===== src/rtl/hashfe_pkg.sv =====
package hashfe_pkg;
  localparam int unsigned WORD_W = 32;
  localparam int unsigned LANES  = WORD_W / 8;

  // status bit positions
  localparam int unsigned ST_AVAIL  = 0;
  localparam int unsigned ST_NEWSET = 1;
  localparam int unsigned ST_RDERR  = 2;
  localparam int unsigned ST_WRERR  = 3;
  localparam int unsigned ST_ANY    = 8;

  typedef enum logic [1:0] {
    ALG_MD5    = 2'd0,
    ALG_SHA1   = 2'd1,
    ALG_SHA224 = 2'd2,
    ALG_SHA256 = 2'd3
  } hash_alg_e;

  typedef enum logic [1:0] {
    ORD_PASS = 2'd0,
    ORD_FULL = 2'd1,
    ORD_HIGH = 2'd2,
    ORD_PAIR = 2'd3
  } lane_ord_e;

  function automatic int unsigned digest_len(input logic [1:0] alg);
    case (hash_alg_e'(alg))
      ALG_MD5:    return 4;
      ALG_SHA1:   return 5;
      ALG_SHA224: return 7;
      default:    return 8;
    endcase
  endfunction
endpackage


===== src/rtl/hashfe_lane_swap.sv =====
module hashfe_lane_swap
  import hashfe_pkg::*;
(
  input  logic [1:0]        order_i,
  input  logic [WORD_W-1:0] word_i,
  output logic [WORD_W-1:0] word_o
);
  logic [LANES-1:0][7:0] b;
  assign b = word_i;

  always_comb begin
    case (lane_ord_e'(order_i))
      ORD_PASS: word_o = word_i;
      ORD_FULL: word_o = {b[0], b[1], b[2], b[3]};
      ORD_HIGH: word_o = {b[2], b[3], b[1], b[0]};
      default:  word_o = {b[1], b[0], b[3], b[2]};
    endcase
  end
endmodule


===== src/rtl/hashfe_feed.sv =====
module hashfe_feed
  import hashfe_pkg::*;
#(
  parameter int unsigned LEN_W   = 64,
  parameter int unsigned MIN_GAP = 2
) (
  input  logic              clk,
  input  logic              clr,
  input  logic              arm_i,
  input  logic [LEN_W-1:0]  arm_bits_i,
  input  logic [1:0]        arm_order_i,
  input  logic              dat_wr_i,
  input  logic [WORD_W-1:0] dat_i,
  output logic              out_vld_o,
  output logic [WORD_W-1:0] out_word_o,
  output logic [LANES-1:0]  out_keep_o,
  output logic              out_last_o,
  output logic              err_o
);
  localparam int unsigned GAP_W = $clog2(MIN_GAP + 1);
  localparam logic [GAP_W-1:0] GAP_LOAD = GAP_W'(MIN_GAP - 1);
  localparam logic [LEN_W-1:0] WORD_BITS = LEN_W'(WORD_W);
  localparam int unsigned LOW_W = $clog2(WORD_W) + 1;
  localparam int unsigned NB_W  = $clog2(LANES + 1);

  logic              armed_q;
  logic [GAP_W-1:0]  gap_q;
  logic [LEN_W-1:0]  rem_q;
  logic [1:0]        order_q;
  logic [WORD_W-1:0] swapped;
  logic [WORD_W-1:0] trimmed;
  logic [LANES-1:0]  mask;
  logic              rem_full;
  logic [LOW_W-1:0]  rnd;
  logic [NB_W-1:0]   nbytes;
  logic              accept;

  hashfe_lane_swap u_swap (
    .order_i (order_q),
    .word_i  (dat_i),
    .word_o  (swapped)
  );

  assign rem_full = (rem_q >= WORD_BITS);
  assign rnd      = rem_q[LOW_W-1:0] + LOW_W'(7);
  assign nbytes   = rem_full ? NB_W'(LANES) : NB_W'(rnd >> 3);

  // message order is the top lane first
  for (genvar i = 0; i < LANES; i++) begin : g_lane
    assign mask[i] = (NB_W'(LANES - 1 - i) < nbytes);
    assign trimmed[8*i +: 8] = mask[i] ? swapped[8*i +: 8] : 8'h00;
  end

  assign accept = dat_wr_i && armed_q && (gap_q == '0) && (rem_q != '0) && !arm_i;
  assign err_o  = dat_wr_i && !accept;

  always_ff @(posedge clk) begin
    if (clr) begin
      armed_q    <= 1'b0;
      gap_q      <= '0;
      rem_q      <= '0;
      order_q    <= '0;
      out_vld_o  <= 1'b0;
      out_word_o <= '0;
      out_keep_o <= '0;
      out_last_o <= 1'b0;
    end else begin
      out_vld_o <= accept;
      if (arm_i) begin
        armed_q <= 1'b1;
        gap_q   <= GAP_LOAD;
        rem_q   <= arm_bits_i;
        order_q <= arm_order_i;
      end else begin
        if (gap_q != '0) gap_q <= gap_q - 1'b1;
        if (accept) rem_q <= (rem_q > WORD_BITS) ? rem_q - WORD_BITS : '0;
      end
      if (accept) begin
        out_word_o <= trimmed;
        out_keep_o <= mask;
        out_last_o <= (rem_q <= WORD_BITS);
      end
    end
  end
endmodule


===== src/rtl/hashfe_digest_queue.sv =====
module hashfe_digest_queue #(
  parameter int unsigned DEPTH = 8,
  parameter int unsigned W     = 32
) (
  input  logic                         clk,
  input  logic                         clr,
  input  logic                         load_i,
  input  logic [$clog2(DEPTH+1)-1:0]   load_cnt_i,
  input  logic [DEPTH*W-1:0]           load_data_i,
  input  logic                         pop_i,
  output logic [W-1:0]                 head_o,
  output logic                         empty_o,
  output logic                         underflow_o
);
  localparam int unsigned CNT_W = $clog2(DEPTH + 1);
  localparam int unsigned PTR_W = $clog2(DEPTH);

  logic [DEPTH-1:0][W-1:0] mem_q;
  logic [CNT_W-1:0]        cnt_q;
  logic [PTR_W-1:0]        ptr_q;

  assign empty_o     = (cnt_q == '0);
  assign head_o      = mem_q[ptr_q];
  assign underflow_o = pop_i && empty_o;

  always_ff @(posedge clk) begin
    if (load_i) begin
      for (int i = 0; i < DEPTH; i++)
        mem_q[i] <= load_data_i[(DEPTH-1-i)*W +: W];
    end
  end

  always_ff @(posedge clk) begin
    if (clr) begin
      cnt_q <= '0;
      ptr_q <= '0;
    end else if (load_i) begin
      cnt_q <= load_cnt_i;
      ptr_q <= '0;
    end else if (pop_i && !empty_o) begin
      cnt_q <= cnt_q - 1'b1;
      ptr_q <= ptr_q + 1'b1;
    end
  end
endmodule


===== src/rtl/hashfe_top.sv =====
module hashfe_top
  import hashfe_pkg::*;
#(
  parameter int unsigned ADDR_W   = 8,
  parameter int unsigned MIN_GAP  = 2,
  parameter int unsigned DQ_DEPTH = 8,
  parameter logic [31:0] REVISION = 32'h0001_0002
) (
  input  logic                     clk,
  input  logic                     rst,
  input  logic                     bus_wr,
  input  logic                     bus_rd,
  input  logic [ADDR_W-1:0]        bus_addr,
  input  logic [31:0]              bus_wdata,
  output logic [31:0]              bus_rdata,
  input  logic                     dat_wr,
  input  logic [31:0]              dat_wdata,
  output logic                     core_start,
  output logic [1:0]               core_algo,
  output logic [63:0]              core_bitlen,
  output logic                     core_word_vld,
  output logic [31:0]              core_word,
  output logic [3:0]               core_keep,
  output logic                     core_word_last,
  input  logic                     core_done,
  input  logic [DQ_DEPTH*32-1:0]   core_digest,
  output logic                     irq
);
  localparam int unsigned LEN_W    = 2 * WORD_W;
  localparam int unsigned DQ_CNT_W = $clog2(DQ_DEPTH + 1);

  localparam logic [ADDR_W-1:0] A_SRST = ADDR_W'(8'h00);
  localparam logic [ADDR_W-1:0] A_LENH = ADDR_W'(8'h04);
  localparam logic [ADDR_W-1:0] A_LENL = ADDR_W'(8'h08);
  localparam logic [ADDR_W-1:0] A_CTRL = ADDR_W'(8'h0C);
  localparam logic [ADDR_W-1:0] A_STAT = ADDR_W'(8'h10);
  localparam logic [ADDR_W-1:0] A_IEN  = ADDR_W'(8'h14);
  localparam logic [ADDR_W-1:0] A_ICLR = ADDR_W'(8'h18);
  localparam logic [ADDR_W-1:0] A_RQ   = ADDR_W'(8'h1C);
  localparam logic [ADDR_W-1:0] A_REV  = ADDR_W'(8'h50);

  logic        srst_q;
  logic        clr;
  logic        wr_ok;
  logic        ctrl_wr;
  logic        pop;
  logic [31:0] len_hi_q;
  logic [31:0] len_lo_q;
  logic [1:0]  ord_q;
  logic [3:0]  irq_en;
  logic        new_q;
  logic        rderr_q;
  logic        wrerr_q;
  logic        irq_q;
  logic        feed_err;
  logic        q_empty;
  logic        q_under;
  logic [31:0] q_head;
  logic [3:0]  stat4;
  logic        any_pend;
  logic [31:0] status_word;
  logic        clr_hit;

  assign clr     = rst | srst_q;
  assign wr_ok   = bus_wr && !srst_q;
  assign ctrl_wr = wr_ok && (bus_addr == A_CTRL);
  assign pop     = bus_rd && !srst_q && (bus_addr == A_RQ);
  assign clr_hit = wr_ok && (bus_addr == A_ICLR);

  hashfe_feed #(
    .LEN_W   (LEN_W),
    .MIN_GAP (MIN_GAP)
  ) u_feed (
    .clk         (clk),
    .clr         (clr),
    .arm_i       (ctrl_wr),
    .arm_bits_i  ({len_hi_q, len_lo_q}),
    .arm_order_i (bus_wdata[9:8]),
    .dat_wr_i    (dat_wr),
    .dat_i       (dat_wdata),
    .out_vld_o   (core_word_vld),
    .out_word_o  (core_word),
    .out_keep_o  (core_keep),
    .out_last_o  (core_word_last),
    .err_o       (feed_err)
  );

  hashfe_digest_queue #(
    .DEPTH (DQ_DEPTH),
    .W     (WORD_W)
  ) u_queue (
    .clk         (clk),
    .clr         (clr),
    .load_i      (core_done),
    .load_cnt_i  (DQ_CNT_W'(digest_len(core_algo))),
    .load_data_i (core_digest),
    .pop_i       (pop),
    .head_o      (q_head),
    .empty_o     (q_empty),
    .underflow_o (q_under)
  );

  always_comb begin
    stat4            = '0;
    stat4[ST_AVAIL]  = !q_empty;
    stat4[ST_NEWSET] = new_q;
    stat4[ST_RDERR]  = rderr_q;
    stat4[ST_WRERR]  = wrerr_q;
    any_pend         = |(stat4 & irq_en);
    status_word         = '0;
    status_word[3:0]    = stat4;
    status_word[ST_ANY] = any_pend;
  end

  assign irq = irq_q;

  always_ff @(posedge clk) begin
    if (rst) srst_q <= 1'b0;
    else if (bus_wr && (bus_addr == A_SRST)) srst_q <= bus_wdata[0];
  end

  always_ff @(posedge clk) begin
    if (clr) begin
      len_hi_q    <= '0;
      len_lo_q    <= '0;
      ord_q       <= '0;
      irq_en      <= '0;
      new_q       <= 1'b0;
      rderr_q     <= 1'b0;
      wrerr_q     <= 1'b0;
      irq_q       <= 1'b0;
      core_start  <= 1'b0;
      core_algo   <= '0;
      core_bitlen <= '0;
    end else begin
      if (wr_ok && (bus_addr == A_LENH)) len_hi_q <= bus_wdata;
      if (wr_ok && (bus_addr == A_LENL)) len_lo_q <= bus_wdata;
      if (wr_ok && (bus_addr == A_IEN))  irq_en   <= bus_wdata[3:0];
      core_start <= ctrl_wr;
      if (ctrl_wr) begin
        ord_q       <= bus_wdata[9:8];
        core_algo   <= bus_wdata[1:0];
        core_bitlen <= {len_hi_q, len_lo_q};
      end
      // a new event in the same cycle as a clear keeps its bit
      new_q   <= (new_q   && !(clr_hit && bus_wdata[ST_NEWSET])) || core_done;
      rderr_q <= (rderr_q && !(clr_hit && bus_wdata[ST_RDERR]))  || q_under;
      wrerr_q <= (wrerr_q && !(clr_hit && bus_wdata[ST_WRERR]))  || feed_err;
      irq_q   <= any_pend;
    end
  end

  always_ff @(posedge clk) begin
    if (rst) begin
      bus_rdata <= '0;
    end else if (bus_rd) begin
      case (bus_addr)
        A_SRST:  bus_rdata <= {31'b0, srst_q};
        A_LENH:  bus_rdata <= len_hi_q;
        A_LENL:  bus_rdata <= len_lo_q;
        A_CTRL:  bus_rdata <= {22'b0, ord_q, 6'b0, core_algo};
        A_STAT:  bus_rdata <= status_word;
        A_IEN:   bus_rdata <= {28'b0, irq_en};
        A_RQ:    bus_rdata <= q_empty ? 32'h0 : q_head;
        A_REV:   bus_rdata <= REVISION;
        default: bus_rdata <= '0;
      endcase
    end
  end
endmodule


===== config.mk =====
export PLATFORM = sky130hd
export DESIGN_NAME = hashfe_top
export DESIGN_NICKNAME = d
export VERILOG_FILES = /design/src/rtl/hashfe_pkg.sv /design/src/rtl/hashfe_lane_swap.sv /design/src/rtl/hashfe_feed.sv /design/src/rtl/hashfe_digest_queue.sv /design/src/rtl/hashfe_top.sv
export SDC_FILE = /design/constraint.sdc
export NUM_CORES = 1
export LEC_CHECK = 0
export ABC_AREA = 1
export BUFFER_PORTS_ARGS = -buffer_cell sky130_fd_sc_hd__buf_2
export CAP_MARGIN = 20
export CORE_UTILIZATION = 50
export DETAILED_ROUTE_END_ITERATION = 7
export PLACE_DENSITY_LB_ADDON = 0.2
export SKIP_CTS_REPAIR_TIMING = 1
export SLEW_MARGIN = 20
export SYNTH_ARGS = -nofsm -noshare
export SYNTH_HDL_FRONTEND = slang
export SYNTH_SLANG_ARGS = --single-unit

===== constraint.sdc =====
create_clock -name clk -period 1.8 [get_ports clk]
set_clock_uncertainty 0.1 [all_clocks]
set_input_delay 0.18 -clock clk [delete_from_list [all_inputs] [get_ports clk]]
set_output_delay 0.18 -clock clk [all_outputs]
set_load 0.1 [all_outputs]

Word-level counts from Yosys, hierarchy flattened
Index checks and enable logic that the tools add are counted.
{"block": "totals", "word_cells": 121, "output_inout_bits": 138, "inputBits": 334, "register_bits": 542}
{"block": "op_classes", "muxes": 18, "n_lt_le_gt_ge": 8, "reduce_logical": 45, "add_sub_neg": 5, "n_eq_ne": 12, "bitwise_logic": 2}
{"cell": "$pmux W32 S8", "n": 1}
{"cell": "$mux W64", "n": 3}
{"cell": "$bmux W32 S3", "n": 1}
{"cell": "$pmux W32 S3", "n": 1}
{"cell": "$ge A64 B6 Y1 const B", "n": 1}
{"cell": "$gt A64 B6 Y1 const B", "n": 1}
{"cell": "$le A64 B6 Y1 const B", "n": 1}
{"cell": "$mux W32", "n": 2}
{"cell": "$reduce_bool A64 Y1", "n": 1}
{"cell": "$sub A64 B6 Y64 const B", "n": 1}
{"cell": "$eq A8 B5 Y1 const B", "n": 4}
{"cell": "$mux W8", "n": 4}
{"cell": "$logic_and A1 B1 Y1", "n": 22}
{"cell": "$eq A8 B4 Y1 const B", "n": 2}
{"cell": "$pmux W4 S3", "n": 1}
{"cell": "$eq A8 B3 Y1 const B", "n": 1}
{"cell": "$eq A8 B7 Y1 const B", "n": 1}
{"cell": "$logic_not A8 Y1", "n": 1}
{"cell": "$mux W4", "n": 2}
{"cell": "$reduce_bool A2 Y1", "n": 4}
{"cell": "$logic_not A1 Y1", "n": 7}
{"cell": "$add A6 B3 Y6 const B", "n": 1}
{"cell": "$logic_not A2 Y1", "n": 3}
{"cell": "$lt A1 B3 Y1 const A", "n": 2}
{"cell": "15 further kinds", "n": 22}

Longest topological paths before layout
{"block": "logic_depth", "ltp_word": 8, "ltp_mapped": 13, "mapped_depth_nobuf": 13}

Cells and area by module
From an unflattened synthesis, not the netlist that was laid out.
{"block": "unflattened", "cells_unflattened": 3041, "hier_area_um2": 24830.1}
{"mod": "hashfe_digest_queue", "n_inst": 1, "cells_per_inst": 851, "area_per_inst_um2": 10406.2}
{"mod": "hashfe_top", "n_inst": 1, "cells_per_inst": 948, "area_per_inst_um2": 6944.2}
{"mod": "hashfe_feed", "n_inst": 1, "cells_per_inst": 1077, "area_per_inst_um2": 6645.1}
{"mod": "hashfe_lane_swap", "n_inst": 1, "cells_per_inst": 165, "area_per_inst_um2": 834.6}

Worst setup path after synthesis
OpenSTA, ideal clock, no wires.
{"block": "synth_timing", "path_kind": "register -> register", "from": "reg u_feed.rem_q[5]", "to": "reg u_feed.rem_q[39]", "slack_ns": -0.122, "stages_incl_launch_ff": 11, "period_less_slack_ns": 1.922, "t_arrival_ns": 1.694, "path_buffers": 0, "cell_sequence": "dfxtp_1 inv_1 ha_1 nand3_2 nor2_2 nand2_1 nor2_1 nand3_1 xnor2_1 a21oi_1 nor2_1"}
{"block": "synth_via", "elab_chain_len": 4, "elab_cells_between_ends": 9}
{"element": "from (decl)", "line_no": "hashfe_feed.sv:28", "source": "logic [LEN_W-1:0] rem_q;"}
{"element": "from (signal assigned)", "line_no": "hashfe_feed.sv:72", "source": "rem_q <= arm_bits_i;"}
{"element": "from (signal assigned)", "line_no": "hashfe_feed.sv:76", "source": "if (accept) rem_q <= (rem_q > WORD_BITS) ? rem_q - WORD_BITS : '0;"}
{"element": "$sub A64 B6 Y64, or another cell as far along", "line_no": "hashfe_feed.sv:76"}
{"element": "$mux W64 or $logic_and A1 B1 Y1 (tied branches) (2 in series)", "line_no": "hashfe_feed.sv:76, hashfe_feed.sv:54"}
{"element": "$mux W64 or $reduce_bool A2 Y1 (tied branches)"}
Several ways; a longest one is shown, not always the timed one. The select of a mux whose other input is x is not followed.
A chain may end at the register's enable or synchronous reset.

Final worst setup path
{"block": "layout_timing", "from": "reg u_queue.ptr_q[0]", "to": "reg bus_rdata[16]"}
{"block": "layout_via", "elab_chain_len": 4}
{"element": "from (decl)", "line_no": "hashfe_digest_queue.sv:20", "source": "logic [PTR_W-1:0] ptr_q;"}
{"element": "from (signal assigned)", "line_no": "hashfe_digest_queue.sv:42", "source": "ptr_q <= ptr_q + 1'b1;"}
{"element": "$bmux W32 S3", "line_no": "hashfe_digest_queue.sv:23", "source": "assign head_o = mem_q[ptr_q];"}
{"element": "$mux W32 (implied by the code)", "line_no": "hashfe_digest_queue.sv:23"}
{"element": "$mux W32", "line_no": "hashfe_top.sv:164", "source": "A_RQ: bus_rdata <= q_empty ? 32'h0 : q_head;"}
{"element": "$pmux W32 S8", "line_no": "hashfe_top.sv:157", "source": "case (bus_addr)"}
{"element": "to (signal assigned)", "line_no": "hashfe_top.sv:158", "source": "A_SRST: bus_rdata <= {31'b0, srst_q};"}
{"element": "to (signal assigned)", "line_no": "hashfe_top.sv:159", "source": "A_LENH: bus_rdata <= len_hi_q;"}
{"element": "to (signal assigned)", "line_no": "hashfe_top.sv:164"}
{"element": "to (decl)", "line_no": "hashfe_top.sv:15", "source": "output logic [31:0] bus_rdata,"}
No other way between the ends. The select of a mux whose other input is x is not followed.

==> metrics <==
Syn Area/Cell=8.55 um^2; run status=finished with violations; fmax=464 MHz; Final Max Tran Viols=0; WL per Instance=23.1 um; Net Count, Synth=3,104; synth unique cells=44; CTS Buffer Depth=3; Final Cycle Share=1.20; Rel. slew slack=0.600; total of max-cap violations=0; Hold Crit Class=input port to register; I/O Pins=472; flops & latches, synth=542; share of the core filled with cells=0.775; starting DRC count in detailed routing=3,307; Clock transition at path regs=70 ps; worst skew pair latency=640 ps; first-pass GRT wire length=119,000 um; total track usage=0.325; pin count of the biggest net entering global routing=76; most frequent cells in the layout=nand2_1, buf_2, nor2_1, dlygate4sd3_1; DR pass1 iterations=8; EDFF count, synth=256; worst endpoint required time=2200 ps; most common cell after layout, fill and taps aside=nand2_1; initial antenna violation count=4; measured slew at the worst slew-check pin=604 ps; row cnt=79; critical path arrival=2560 ps; CP startpoint kind=register; Tot Pwr=0.0286 W; Die Width=219 um; # setup viols final=135; power per cell area=792 nW/um^2; Post-DP HPWL=60,000 um; vias in the first global route=21,000; number of H-tree levels=2; GPL Wtd Cong=0.991; Pleak=15.9 nW; RSZ-0062 raised after global routing=yes; core area=46,600 um^2; setup TNS=-18,800 ps; clock root cell=clkbuf_16; Antenna Nets Post-Route=0; Fillers=2,960; pre-CTS WS=-267 ps; Die ar.=48,100 um^2; Synth area leaders=edfxtp_1, dfxtp_1, nand2_1; cell count after synthesis=2,763; DR vias/cell=5.85; CP Capture Type=register; failing checks=DRC, hold timing, setup timing; vias=26,200; cts bufs inserted=56; critical path class=register to register; post-synth top area share=0.325; Area Growth Syn to Fin=52.6%; Initial Util=0.508; NumNets Final=4,169; quantity of I/O buffers inserted on ports=471; CTS tree=built; final hold vios=2; Ys Warns=0; layout cell share with drive strength beyond 1=0.305; Post-Syn Area=23,600 um^2; FFs w/ async S/R, synth=0; Tmin final=2150 ps; sequential-to-total area share from yosys stat=0.567; largest area contributor in the netlist=edfxtp_1; Fin Hold WS=-24.3 ps; final WL=104,000 um; DIE HEIGHT=219 um; grt ovf=0; clock sinks=542; post-route setup slack=-354 ps; maximum fanout along the worst path=18; DRC Markers=7; Most used DFF post-synth=dfxtp_1; Peak VDD IR=0.889 mV
[layer usage]
layer | vias up | share of wire | global-route usage
met1 | 12200 | 0.35 | 0.427
met4 | 0 | 0.076 | 0.140
met5 | - | 0 | 0
li1 | 11500 | - | -
met3 | 525 | 0.11 | 0.0484
met2 | 2107 | 0.47 | 0.534
[stage by stage]
step,instance area (um^2),std cells
final,36100,4489
after global routing,36100,4487
after CTS,30700,4093
after detailed placement,28700,3987
after global placement,28700,3987
after floorplan,23600,2763
[sequential cells by signal, indices dropped and copies added (netlist names), 2 cells and up]
| register | count |
|---|---|
| u_feed.gap_q | 2 |
| u_feed.order_q | 2 |
| u_queue.mem_q | 256 |
| u_feed.out_word_o | 32 |
| u_feed.rem_q | 64 |
| u_feed.out_keep_o | 4 |
| u_queue.cnt_q | 4 |
| core_bitlen | 64 |
| irq_en | 4 |
| core_algo | 2 |
| len_hi_q | 32 |
| len_lo_q | 32 |
| u_queue.ptr_q | 3 |
| bus_rdata | 32 |
[synth_stat cells, drive strengths merged (3+ instances only)]
library cell,instances
inv,168
clkbuf,96
ha,7
o211ai,54
xor2,33
o221ai,9
nor3,8
a21oi,250
edfxtp,256
o22ai,26
dfxtp,286
nor2,483
nand4,18
xnor2,11
o21ai,268
nand3,132
clkinv,3
o2111ai,12
nand2,580
buf,53
[layout make-up]
cell class,count,area [um^2],share of cell area
inverters,171,667,0.0185
clock inverters,35,464,0.0129
flip-flops and latches,542,13400,0.373
clock buffers,71,1510,0.0418
multi-input cells,1908,9970,0.276
well taps,607,759,0.0211
diodes,6,15.0,0.000416
repair buffers,1149,9240,0.256
[worst paths after layout]
kind                                                    start                                 to  slack [ps]  depth (start not counted)
worst max-delay path            u_queue.ptr_q[0]$_SDFFE_PP0P_         bus_rdata[16]$_SDFFE_PP0P_        -350                          9
worst min-delay path                             dat_wdata[9]  u_feed.out_word_o[9]$_SDFFE_PP0P_         -20                          5
worst max register to register  u_queue.ptr_q[0]$_SDFFE_PP0P_         bus_rdata[16]$_SDFFE_PP0P_        -350                          9
worst min register to register    core_bitlen[2]$_SDFFE_PP0P_        core_bitlen[2]$_SDFFE_PP0P_         340                          2
[critical path: stages (launching register included)]
cell and delay [ps]:
dfxtp_4 450, inv_8 110, buf_12 170, buf_4 170
nor2_1 290, o22ai_1 170, nor2_1 170, nor2_1 110
o21ai_1 150, a21oi_1 120
[power breakdown]
part / internal [W] / switching, W
clock: 0.00728 / 0.00550
sequential: 0.0134 / 0.000249
combinational: 0.00103 / 0.00106
[kinds of logic after synthesis]
group	count (synthesis)	synth area share
fa+ha+maj	7	0.00371
simple gates	1225	0.213
compound gates	625	0.143
xor+xnor	44	0.0163
buf+inv	320	0.0562
flops	542	0.567
Note: power is estimated with default switching activity, not from simulation.
